## config.mk

```make
export PLATFORM = sky130hd
export DESIGN_NAME = udma_arm_unit
export DESIGN_NICKNAME = d
export VERILOG_FILES = /design/src/rtl/udma_arm_pkg.sv /design/src/rtl/udma_arm_ctrl.sv /design/src/rtl/udma_arm_dpath.sv /design/src/rtl/udma_arm_unit.sv
export SDC_FILE = /design/constraint.sdc
export NUM_CORES = 1
export LEC_CHECK = 0
export BUFFER_PORTS_ARGS = -buffer_cell sky130_fd_sc_hd__buf_2
export CAP_MARGIN = 0
export CORE_MARGIN = 1
export CORE_UTILIZATION = 49
export CTS_BUF_LIST = sky130_fd_sc_hd__clkbuf_16
export DETAILED_ROUTE_END_ITERATION = 16
export PLACE_DENSITY = 0.89
export SLEW_MARGIN = 0
export SYNTH_ARGS = -nofsm -noshare
export SYNTH_HDL_FRONTEND = slang
export SYNTH_SLANG_ARGS = --single-unit
```

## constraint.sdc

```tcl
create_clock -name clk -period 4.9 [get_ports clk]
set_clock_uncertainty 0.15 [all_clocks]
set_input_delay 1.225 -clock clk [delete_from_list [all_inputs] [get_ports clk]]
set_output_delay 1.225 -clock clk [all_outputs]
set_load 0.01 [all_outputs]
```

## src/rtl/udma_arm_pkg.sv

```systemverilog
package udma_arm_pkg;

  // register byte offsets
  localparam int OFS_BUSCTL = 'h00;
  localparam int OFS_CFG    = 'h04;
  localparam int OFS_OPER   = 'h0C;
  localparam int OFS_STAT   = 'h28;

  // status word bit positions
  localparam int STS_REQ_BIT   = 16;
  localparam int STS_EIRQ_BIT  = 17;
  localparam int STS_BUSY_BIT  = 18;
  localparam int STS_NOOUT_BIT = 24;
  localparam int STS_NOIN_BIT  = 25;
  localparam int STS_N4X_BIT   = 26;

  // bus control register layout
  localparam int            CTL_W        = 7;
  localparam logic [CTL_W-1:0] CTL_IDLE  = 7'h63;
  localparam int            CTL_INTRQ_BIT = 9;

  typedef enum logic [1:0] {
    COND_IDLE   = 2'd0,
    COND_ACTIVE = 2'd1,
    COND_INTR   = 2'd2,
    COND_ERROR  = 2'd3
  } condStat_e;

  typedef enum logic [1:0] {
    ARM_IDLE   = 2'd0,
    ARM_PRIMED = 2'd1,
    ARM_READ   = 2'd2
  } armState_e;

  // strobes from the control FSM into the register datapath
  typedef struct packed {
    logic ctrlWr;
    logic cfgWr;
    logic primeOp;
    logic armOp;
    logic stopOp;
    logic clrSticky;
  } strobes_t;

endpackage

```

## src/rtl/udma_arm_ctrl.sv

```systemverilog
module udma_arm_ctrl
  import udma_arm_pkg::*;
#(
  parameter int ADDR_W = 8
) (
  input  logic              clk,
  input  logic              rstN,
  input  logic              wrEn,
  input  logic              rdEn,
  input  logic [ADDR_W-1:0] addr,
  input  logic              wrEnBit,
  input  logic              wrDirBit,
  input  logic              opEnable,
  input  logic              opDir,
  output strobes_t          strb
);

  armState_e armState, armNext;
  logic opWr, opRd;

  assign opWr = wrEn && (addr == ADDR_W'(OFS_OPER));
  assign opRd = rdEn && !wrEn && (addr == ADDR_W'(OFS_OPER));

  always_comb begin
    strb.ctrlWr    = wrEn && (addr == ADDR_W'(OFS_BUSCTL));
    strb.cfgWr     = wrEn && (addr == ADDR_W'(OFS_CFG));
    strb.stopOp    = opWr && opEnable && !wrEnBit;
    strb.primeOp   = opWr && !opEnable && !wrEnBit;
    strb.armOp     = opWr && !opEnable && wrEnBit &&
                     (armState == ARM_READ) && (wrDirBit == opDir);
    strb.clrSticky = strb.stopOp || (strb.primeOp && !wrDirBit);
  end

  always_comb begin
    armNext = armState;
    if (opWr)
      armNext = strb.primeOp ? ARM_PRIMED : ARM_IDLE;
    else if (opRd && armState == ARM_PRIMED)
      armNext = ARM_READ;
  end

  always_ff @(posedge clk) begin
    if (!rstN) armState <= ARM_IDLE;
    else       armState <= armNext;
  end


  lone_enable_chk: assert property (@(posedge clk) disable iff (!rstN)
    (opWr && wrEnBit && !opEnable && armState != ARM_READ) |=> !opEnable);


  arm_after_read_chk: assert property (@(posedge clk) disable iff (!rstN)
    $rose(opEnable) |-> ($past(armState) == ARM_READ));


  dir_locked_chk: assert property (@(posedge clk) disable iff (!rstN)
    (opEnable && $past(opEnable)) |-> $stable(opDir));

endmodule

```

## src/rtl/udma_arm_dpath.sv

```systemverilog
module udma_arm_dpath
  import udma_arm_pkg::*;
#(
  parameter int ADDR_W = 8,
  parameter int DATA_W = 32,
  parameter int MODE_W = 4,
  parameter int HOLD_W = 2,
  localparam int CFG_W = 4 + MODE_W + HOLD_W
) (
  input  logic              clk,
  input  logic              rstN,
  input  strobes_t          strb,
  input  logic [ADDR_W-1:0] addr,
  input  logic [CFG_W-1:0]  wrData,
  input  logic              engDmaReq,
  input  logic              engErrIrq,
  input  logic              engBusy,
  input  logic              engNoDataOut,
  input  logic              engNoDataIn,
  input  logic              engNot4x,
  input  logic              devIntrq,
  output logic [DATA_W-1:0] rdData,
  output logic              opEnable,
  output logic              opDir,
  output logic [CTL_W-1:0]  busCtl,
  output logic [CFG_W-1:0]  cfgReg,
  output logic              dmaReq,
  output condStat_e         condStat
);

  localparam int ERR_N     = 4;
  localparam int MODE_LSB  = 4;
  localparam int PIO_BIT   = 1;
  localparam logic [3:0] CFG_PIO_ON = 4'b0011;

  logic [MODE_W+HOLD_W-1:0] pioTiming;
  logic [ERR_N-1:0] errLive, errSticky, errSeen;
  logic [DATA_W-1:0] stsWord;

  // bus control register
  always_ff @(posedge clk) begin
    if (!rstN)              busCtl <= CTL_IDLE;
    else if (strb.stopOp)   busCtl <= busCtl | CTL_IDLE;
    else if (strb.ctrlWr)   busCtl <= wrData[CTL_W-1:0];
  end

  // configuration register and saved PIO timing
  always_ff @(posedge clk) begin
    if (!rstN) begin
      cfgReg    <= '0;
      pioTiming <= '0;
    end else begin
      if (strb.stopOp)
        cfgReg <= {pioTiming, CFG_PIO_ON};
      else if (strb.cfgWr)
        cfgReg <= wrData;
      if (strb.cfgWr && wrData[PIO_BIT])
        pioTiming <= wrData[CFG_W-1:MODE_LSB];
    end
  end

  // operation register
  always_ff @(posedge clk) begin
    if (!rstN) begin
      opEnable <= 1'b0;
      opDir    <= 1'b0;
    end else if (strb.stopOp) begin
      opEnable <= 1'b0;
      opDir    <= 1'b0;
    end else if (strb.primeOp) begin
      opEnable <= 1'b0;
      opDir    <= wrData[1];
    end else if (strb.armOp) begin
      opEnable <= 1'b1;
    end
  end

  // sticky error capture
  assign errLive = {engNot4x, engNoDataIn, engNoDataOut, engErrIrq};

  always_ff @(posedge clk) begin
    if (!rstN)               errSticky <= '0;
    else if (strb.clrSticky) errSticky <= '0;
    else                     errSticky <= errSticky | errLive;
  end

  assign errSeen = errSticky | errLive;

  always_comb begin
    stsWord                = '0;
    stsWord[STS_REQ_BIT]   = engDmaReq;
    stsWord[STS_EIRQ_BIT]  = errSeen[0];
    stsWord[STS_BUSY_BIT]  = engBusy;
    stsWord[STS_NOOUT_BIT] = errSeen[1];
    stsWord[STS_NOIN_BIT]  = errSeen[2];
    stsWord[STS_N4X_BIT]   = errSeen[3];
  end

  // condensed status, fixed priority
  always_comb begin
    if (|errSeen)                condStat = COND_ERROR;
    else if (devIntrq)           condStat = COND_INTR;
    else if (engBusy || engDmaReq) condStat = COND_ACTIVE;
    else                         condStat = COND_IDLE;
  end

  assign dmaReq = engDmaReq && opEnable;

  // read mux
  always_comb begin
    rdData = '0;
    if (addr == ADDR_W'(OFS_BUSCTL)) begin
      rdData[CTL_W-1:0]    = busCtl;
      rdData[CTL_INTRQ_BIT] = devIntrq;
    end else if (addr == ADDR_W'(OFS_CFG)) begin
      rdData[CFG_W-1:0] = cfgReg;
    end else if (addr == ADDR_W'(OFS_OPER)) begin
      rdData[1:0] = {opDir, opEnable};
    end else if (addr == ADDR_W'(OFS_STAT)) begin
      rdData = stsWord;
    end
  end


  stop_clears_chk: assert property (@(posedge clk) disable iff (!rstN)
    strb.stopOp |=> (!opEnable && !opDir && busCtl[0] && busCtl[1] &&
                     busCtl[5] && busCtl[6]));


  stop_to_pio_chk: assert property (@(posedge clk) disable iff (!rstN)
    strb.stopOp |=> (cfgReg[3:0] == CFG_PIO_ON));


  sticky_hold_chk: assert property (@(posedge clk) disable iff (!rstN)
    ($past(engNot4x) && !$past(strb.clrSticky)) |-> (condStat == COND_ERROR));


  req_gate_chk: assert property (@(posedge clk) disable iff (!rstN)
    (engDmaReq && !opEnable) |-> !dmaReq);

endmodule

```

## src/rtl/udma_arm_unit.sv

```systemverilog
module udma_arm_unit
  import udma_arm_pkg::*;
#(
  parameter int ADDR_W = 8,
  parameter int DATA_W = 32,
  parameter int MODE_W = 4,
  parameter int HOLD_W = 2,
  localparam int CFG_W = 4 + MODE_W + HOLD_W
) (
  input  logic              clk,
  input  logic              rstN,
  input  logic              regWrEn,
  input  logic              regRdEn,
  input  logic [ADDR_W-1:0] regAddr,
  input  logic [CFG_W-1:0]  regWrData,
  output logic [DATA_W-1:0] regRdData,
  input  logic              engDmaReq,
  input  logic              engErrIrq,
  input  logic              engBusy,
  input  logic              engNoDataOut,
  input  logic              engNoDataIn,
  input  logic              engNot4x,
  input  logic              devIntrq,
  output logic              dmaReq,
  output logic              udmaEnable,
  output logic              udmaToDevice,
  output logic [CFG_W-1:0]  xferCfg,
  output logic [1:0]        ideCsN,
  output logic [2:0]        ideAddr,
  output logic              ideRdN,
  output logic              ideWrN,
  output logic [1:0]        condStat
);

  strobes_t         strb;
  logic             opEnable, opDir;
  logic [CTL_W-1:0] busCtl;
  condStat_e        condVal;

  udma_arm_ctrl #(.ADDR_W(ADDR_W)) u_ctrl (
    .clk      (clk),
    .rstN     (rstN),
    .wrEn     (regWrEn),
    .rdEn     (regRdEn),
    .addr     (regAddr),
    .wrEnBit  (regWrData[0]),
    .wrDirBit (regWrData[1]),
    .opEnable (opEnable),
    .opDir    (opDir),
    .strb     (strb)
  );

  udma_arm_dpath #(
    .ADDR_W (ADDR_W),
    .DATA_W (DATA_W),
    .MODE_W (MODE_W),
    .HOLD_W (HOLD_W)
  ) u_dpath (
    .clk          (clk),
    .rstN         (rstN),
    .strb         (strb),
    .addr         (regAddr),
    .wrData       (regWrData),
    .engDmaReq    (engDmaReq),
    .engErrIrq    (engErrIrq),
    .engBusy      (engBusy),
    .engNoDataOut (engNoDataOut),
    .engNoDataIn  (engNoDataIn),
    .engNot4x     (engNot4x),
    .devIntrq     (devIntrq),
    .rdData       (regRdData),
    .opEnable     (opEnable),
    .opDir        (opDir),
    .busCtl       (busCtl),
    .cfgReg       (xferCfg),
    .dmaReq       (dmaReq),
    .condStat     (condVal)
  );

  assign udmaEnable   = opEnable;
  assign udmaToDevice = opDir;
  assign ideCsN       = busCtl[1:0];
  assign ideAddr      = busCtl[4:2];
  assign ideRdN       = busCtl[5];
  assign ideWrN       = busCtl[6];
  assign condStat     = condVal;

endmodule

```

; Yosys cells after proc, flatten, opt, wreduce, memory -nomap -nowiden
; Index checks and enable logic that the tools add are counted.
[totals]
output_inout_bits = 54
elab_cells = 65
inputBits = 29
ff_bits = 31
[op_classes]
n_eq_ne = 6
n_reduce_logical = 30
bitwise = 3
n_mux = 17
[ops]
columns = op, n
row1 = 2-to-1 mux 22 bit, 2
row2 = 2-to-1 mux 10 bit, 3
row3 = 2-to-1 mux 30 bit, 1
row4 = 2-to-1 mux 27 bit, 1
row5 = logical AND 1 bit, 16
row6 = 2-to-1 mux 2 bit, 6
row7 = "equality test 8 x 3 -> 1 bit, second input constant", 1
row8 = "equality test 8 x 4 -> 1 bit, second input constant", 1
row9 = "equality test 8 x 6 -> 1 bit, second input constant", 1
row10 = zero test 8 bit, 1
row11 = 2-to-1 mux 7 bit, 1
row12 = zero test 1 bit, 4
row13 = OR 4 bit, 1
row14 = nonzero test 2 bit, 2
row15 = OR reduction 2 bit, 2
row16 = OR reduction 4 bit, 1
row17 = 2-to-1 mux 1 bit, 3
row18 = OR reduction 3 bit, 1
row19 = "equality test 2 x 1 -> 1 bit, second input constant", 1
row20 = "equality test 2 bit, second input constant", 1
row21 = logical OR 1 bit, 2
row22 = NOT 1 bit, 2
row23 = AND reduction 2 bit, 1
row24 = equality test 1 bit, 1

; Longest topological paths before layout
; Gate-level depths: netlist (run 1).
[depth]
word_depth = 7
ltp_mapped = 5
mapped_depth_nobuf = 4

; Modules after synthesis
; Synthesis (run 1) repeated with hierarchy kept, for this count alone.
[hier_totals]
hier_cells = 204
area_unflattened_um2 = 1706.6
[modules_own_cells]
columns = module, seq_area_each_um2, area_each_um2, cells_each, instances
row1 = udma_arm_dpath, 580.6, 1497.7, 180, 1
row2 = udma_arm_ctrl, 40.0, 209.0, 24, 1

; Least setup slack after synthesis (run 1)
; No wires, ideal clock.
[synth_timing]
path_kind = input to output
startpoint = input regAddr[1]
endpoint = output regRdData[16]
path_buffers = 1
required_ns = 3.525
path_slack_ns = 1.199
path_stages = 5
arrival_ns = 2.326
cell_sequence = nor2_1 -> nand2_1 -> or4_1 -> clkbuf_1 -> nor2_1
[synth_between]
elab_chain_cells = 5
word_cells_on_any_way = 8
cone_classes = 3 x eq/ne / 4 x mux / 1 x reduce/logical
[synth_rtl]
columns = element, line
row1 = from (decl), udma_arm_unit.sv:14  ; input logic [ADDR_W-1:0] regAddr,
row2 = equality test 8 x 6 -> 1 bit, udma_arm_dpath.sv:119  ; end else if (addr == ADDR_W'(OFS_STAT)) begin
row3 = 2-to-1 mux 27 bit, udma_arm_dpath.sv:119
row4 = 2-to-1 mux 30 bit, udma_arm_dpath.sv:117  ; end else if (addr == ADDR_W'(OFS_OPER)) begin
row5 = 2-to-1 mux 22 bit, udma_arm_dpath.sv:115  ; end else if (addr == ADDR_W'(OFS_CFG)) begin
row6 = 2-to-1 mux 22 bit *, udma_arm_dpath.sv:112  ; if (addr == ADDR_W'(OFS_BUSCTL)) begin
row7 = to (decl), udma_arm_unit.sv:16  ; output logic [DATA_W-1:0] regRdData,
; Every way passes the cells marked *; elsewhere a longest branch is shown, timed or not.

; Final worst setup path (run 1)
[layout_timing]
startpoint = input regAddr[4]
endpoint = output regRdData[7]
[layout_between]
elab_chain_cells = 4
word_cells_on_any_way = 6
cone_classes = 2 x eq/ne / 3 x mux / 1 x reduce/logical
[layout_rtl]
columns = element, line
row1 = equality test 8 x 4 -> 1 bit, udma_arm_dpath.sv:117
row2 = 2-to-1 mux 30 bit, udma_arm_dpath.sv:117
row3 = 2-to-1 mux 10 bit, udma_arm_dpath.sv:115
row4 = 2-to-1 mux 2 bit *, udma_arm_dpath.sv:112
; Marked as above.

==> flow_summary.ini, run 1 <==
[clocking]
cts.sinks = 31
root_buffer = clkbuf_16
cts_tree = done
path_clk_slew_ns = 0.05
cts_resized = 0
cts-buffers-inserted = 5
post_cts_buffers = 0
htree_levels = 2
hold_buffers = 0
clk_path_buf_depth = 2
clk_latency_ns = 0.27

[die]
die_x_um = 59.9
initial_utilization_pct = 52.5
core_area_mm2 = 0.00313
io_pins = 83
dieHeight_um = 59.9
die_area_mm2 = 0.00359
std_cell_rows = 20

[detailed_routing]
drc = 0
wl_per_cell_um = 13.6
vias = 1540
detail-route-antenna-nets = 0
totalWireLength_mm = 4.04
drt-pass1-iter-count = 4
drt-initial-drc-count = 42
drt-vias-per-instance = 5.19

[pwr]
combinationalPowerShare_pct = 7.4
clock_power_share_pct = 53.0
p_per_area_mw_per_mm2 = 307
switching_share_pct = 21.3
p_leak_nw = 1.19
p_total_mw = 0.646
internal_power_mw = 0.508
p_sw_mw = 0.138
pwr-share-seq_pct = 39.7
ir_drop_mv = 0.311

[global_routing]
grt.total_usage_pct = 23.6
grt_pass1_wl_mm = 6.09
grt_pass1_vias = 1346
grt_max_degree = 17
grt_overflow_total = 0
antenna_found_initial = 0

[timing]
tightestPinTransition_ns = 0.653
period_share_pct = 84.0
hold_ws_ns = 0.341
setup_viol = 0
slew_headroom_pct = 56.3
fin_tns_setup_ns = 0
slew_viol_final = 0
fin_crit_ns = 4.11
rsz0062_at_grt = no
hold_viol = 0
fmax_mhz = 243

[placed_design]
gp_congestion = 0.776
portBuffers = 66
place_inst = 289
post-dp-hpwl_mm = 2.97

[setup_path]
cp_cell_sequence = buf_2 -> nor4_4 -> nand2_1 -> nor2_1 -> and3_1 -> buf_2
worst-r2r-setup-slack_ns = 3.26
crit_type = input port to output port
endpoint_kind = output port
cp_max_fo = 9
critPathArrivalTime_ns = 2.74
crit_path_max_incr_delay_ns = 0.53
path_delay_family = simple AND/OR/NAND/NOR gates
worst-path-buf-inv = 2
cpMostUsedCell = buf_2
cp-start-kind = input port
cp_data_required_time_ns = 3.52
slowest_stage = nor4_4

[yosys]
synth.area.top_cells = dfxtp_1 38%, mux2i_1 18%, nor2_1 7.8%, buf_4 7.3%, a21oi_1 2.4%
synth_top_area_share_pct = 37.8
seq_area_frac_synth_pct = 37.8
synthCells = 186
yosys_warnings = 0
yosysUniqueCellTypes = 35
yosysTopAreaCell = dfxtp_1
syn_area_per_cell_um2 = 8.83
ys_seq_elements = 31
syn_area_mm2 = 0.00164

[job]
drv_cap = 0

[final_layout]
layout-drive-gt1-share_pct = 31.6
syn2layout_area_growth_pct = 28.1
final_util_pct = 67.2
nNetsFinal = 281
stdcell_count = 297
antenna_cells = 0

[run_status]
status = finished, final reports clean

[hold_path]
min-delay-path-class = register to register
-- synthesized netlist by cell type --
cell type   n
nor3_1      7
o221a_1     1
buf_4      16
xor2_1      1
and4_1      1
o211ai_1    1
o211a_1     1
nand4_2     3
nor2_1     34
o2111ai_1   1
or4_1       1
nor4_1      1
o31ai_1     1
nand4b_1    3
nand3_1     1
and3_1      2
o21ai_0     7
and4bb_1    1
nand2_1    10
a31oi_1     1
inv_1       5
buf_2       1
and2_1      2
conb_1      1
a22oi_1     2
nor2b_1     2
nand4b_2    1
a21oi_1     8
nand3b_1    1
dfxtp_1    31
mux2_2      2
or2_0       1
nor4_4      1
clkbuf_1    5
mux2i_1    29
-- path summary, 6_finish.rpt --
| check | depth (start not counted) | start | to |
|---|---|---|---|
| min | 2 | u_dpath.pioTiming[4] | u_dpath.pioTiming[4] |
| min reg2reg | 2 | u_dpath.pioTiming[4] | u_dpath.pioTiming[4] |
| max reg2reg | 4 | u_dpath.opEnable | u_dpath.cfgReg[4] |
| max | 6 | regAddr[4] | regRdData[7] |
-- power by group through the flow --
| stage | Combinational, mW | Clock (mW) | Sequential, mW |
|---|---|---|---|
| floorplan | 0.0344 | 0 | 0.261 |
| global placement | 0.0459 | 0 | 0.261 |
| detailed placement | 0.0469 | 0 | 0.261 |
| CTS | 0.0474 | 0.346 | 0.256 |
| global route | 0.0522 | 0.358 | 0.256 |
| finish | 0.0476 | 0.342 | 0.256 |
-- layer usage --
| layer | GRT usage [%] | wire length [um] | share of wire [%] | vias to the layer above |
|---|---|---|---|---|
| met2 | 40.2 | 1980 | 49 | 77 |
| met4 | 11.3 | 93 | 2.3 | 0 |
| met3 | 6.06 | 247 | 6.1 | 13 |
| met1 | 27.4 | 1720 | 43 | 697 |
| li1 | - | - | - | 753 |
| met5 | 0 | 0 | 0 | - |
-- per-stage QoR --
| step | instance area, um2 | setup WS, ns |
|---|---|---|
| global placement | 1940 | 0.863 |
| finish | 2100 | 0.785 |
| CTS | 2100 | 0.758 |
| detailed placement | 1940 | 0.758 |
| global route | 2100 | 0.679 |
| floorplan | 1700 | 1.20 |
-- kinds of logic after synthesis --
family / Yosys count / synth area share, %
muxes: 31 / 19.1
DFF: 31 / 37.8
AOI/OAI and AO/OA: 23 / 8.61
other: 1 / 0.228
buffers and inverters: 27 / 9.91
and+or+nand+nor: 72 / 23.9
xor gates and xnor gates: 1 / 0.534
-- layout by cell type (no fill, tap or decap), types with 2 or more instances in the layout --
cell and n:
buf_2 66, nor2_1 34, dfxtp_1 31, mux2i_1 29
conb_1 16, nand2_1 10, a21oi_1 8, nor3_1 7
o21ai_0 7, inv_1 5, clkbuf_16 5, nand4b_1 3
nand4_2 3, and3_1 2, mux2_2 2, a22oi_1 2
and2_1 2, nor2b_1 2
-- final cells by class --
class | count | area, um2
fill | 273 | 1020
multi-input combinational | 143 | 915
sequential | 31 | 621
timing repair buffer | 66 | 330
clock buffer | 5 | 125
tap | 44 | 55.1
clock inverter | 3 | 38.8
inverter | 5 | 18.8
-- tightest hold or removal path: stages (launching register included) --
cell	delay, ns
dfxtp_1	0.32
mux2i_1	0.07
nor2_1	0.07
-- sequential cells by signal, summed over array words and instances (netlist names) --
signal / cells
u_dpath.opEnable: 1
u_dpath.errSticky: 4
u_dpath.busCtl: 7
u_dpath.opDir: 1
u_ctrl.armState: 2
u_dpath.cfgReg: 10
u_dpath.pioTiming: 6
(Power assumes the default switching activity.)
==> run 2, diff against run 1 <==
CORE_UTILIZATION = 45   (was 49)
PLACE_DENSITY = 0.83   (was 0.89)
clock period = 4 ns   (was 4.9 ns; I/O delays follow)
==> flow_summary.ini, run 2 (synthesis gave the netlist of run 1 again) <==
[detailed_routing]
drc = 0
totalWireLength_mm = 4.07
wl_per_cell_um = 13.6
drt-vias-per-instance = 5.18
detail-route-antenna-nets = 0
drt-pass1-iter-count = 4
drt-initial-drc-count = 46
vias = 1554

[pwr]
pwr-share-seq_pct = 39.6
p_leak_nw = 1.20
clock_power_share_pct = 53.0
p_sw_mw = 0.170
p_per_area_mw_per_mm2 = 375
p_total_mw = 0.793
switching_share_pct = 21.5
ir_drop_mv = 0.268
internal_power_mw = 0.622
combinationalPowerShare_pct = 7.5

[setup_path]
r2r_cells = 4
crit_cells = 6
path_delay_family = simple AND/OR/NAND/NOR gates
cp_data_required_time_ns = 2.85
cp-startpoint = regAddr[1]
cp_max_fo = 6
cp-start-kind = input port
crit_path_max_incr_delay_ns = 0.59
crit_type = input port to output port
endpoint_kind = output port
r2r_end = u_dpath.cfgReg[8]
worst-r2r-setup-slack_ns = 2.39
worst-path-buf-inv = 2
critPathArrivalTime_ns = 2.32
slowest_stage = or4_1
cp_cell_sequence = buf_2 -> nor2_1 -> nand2_1 -> or4_1 -> nor2_1 -> buf_2
rr_startpoint = u_dpath.opEnable

[global_routing]
antenna_found_initial = 0
grt_pass1_wl_mm = 6.73
grt_max_degree = 17
grt_pass1_vias = 1433
grt_overflow_total = 0
grt.total_usage_pct = 22.1

[timing]
fin_tns_setup_ns = 0
hold_ws_ns = 0.346
hold_viol = 0
tightestPinTransition_ns = 0.672
setup_viol = 0
slew_viol_final = 0
fmax_mhz = 288
slew_headroom_pct = 55.0
rsz0062_at_grt = no
period_share_pct = 86.8
fin_crit_ns = 3.47

[placed_design]
post-dp-hpwl_mm = 2.90
portBuffers = 66
gp_congestion = 0.693

[clocking]
path_clk_slew_ns = 0.05
root_buffer = clkbuf_16
cts_resized = 0
hold_buffers = 0
clk_latency_ns = 0.28
cts.sinks = 31
htree_levels = 2
post_cts_buffers = 0
cts-buffers-inserted = 5
cts_tree = done
clk_path_buf_depth = 2

[run_status]
status = finished, final reports clean

[hold_path]
min-delay-path-class = register to register
holdPathStages = 2
holdPathEnd = u_dpath.errSticky[0]
hold_path.startpoint = u_dpath.errSticky[0]

[final_layout]
top_register = u_dpath.cfgReg
final_common_cell = buf_2
syn2layout_area_growth_pct = 28.7
reg.largest.list = u_dpath.cfgReg: 10 flops, u_dpath.busCtl: 7 flops, u_dpath.pioTiming: 6 flops
layout-drive-gt1-share_pct = 31.9
final_cell_mix = 66 x buf_2, 34 x nor2_1, 31 x dfxtp_1
antenna_cells = 0
nNetsFinal = 282
largest_register_ffs = 10

[job]
drv_cap = 0

[die]
dieHeight_um = 62.4
die_area_mm2 = 0.00389
core_area_mm2 = 0.00342
initial_utilization_pct = 48.1
die_x_um = 62.4
io_pins = 83
std_cell_rows = 21
==> run 2: power groups by stage <==
stage,logic (mW),clock network [mW],registers [mW]
finish,0.0591,0.420,0.314
global route,0.0651,0.437,0.313
CTS,0.0589,0.426,0.313
detailed placement,0.0585,0,0.320
global placement,0.0574,0,0.320
floorplan,0.0421,0,0.320
==> run 2: worst max-delay path by stage <==
stage / to / slack [ns]
CTS: regRdData[16] / 0.51
detailed placement: regRdData[16] / 0.51
global route: regRdData[24] / 0.42
global placement: regRdData[26] / 0.58
finish: regRdData[16] / 0.53
floorplan: regRdData[16] / 0.75
==> run 2: area by class of cell <==
class,instances,area [um2]
clock buffer,5,125
clock inverter,3,38.8
fill,320,1300
inverter,5,18.8
multi-input combinational,143,915
sequential,31,621
tap,46,57.6
timing repair buffer,67,338
==> run 2: metal layers <==
metal / up-vias / track usage (%) / part of all wire [%]
li1: 754 / - / -
met1: 712 / 26.5 / 44
met2: 82 / 36.4 / 46
met3: 6 / 8.21 / 8.6
met4: 0 / 6.98 / 0.98
met5: - / 0 / 0
==> run 2: worst reg2reg max path: stages, from the launching register on <==
cell and delay (ns):
dfxtp_1 0.48, and4_1 0.23, nand4b_1 0.28, o21ai_0 0.28, a21oi_1 0.07
==> run 2: stage by stage <==
stage          cells  worst slack (ns)  util [%]  area [um2]
2_1_floorplan    201             0.749         -        1700
3_3_place_gp     292             0.580      57.1        1950
3_5_place_dp     292             0.513      57.1        1950
4_1_cts          300             0.514      61.9        2110
5_1_grt          300             0.416      61.9        2110
6_report         300             0.527      61.9        2110
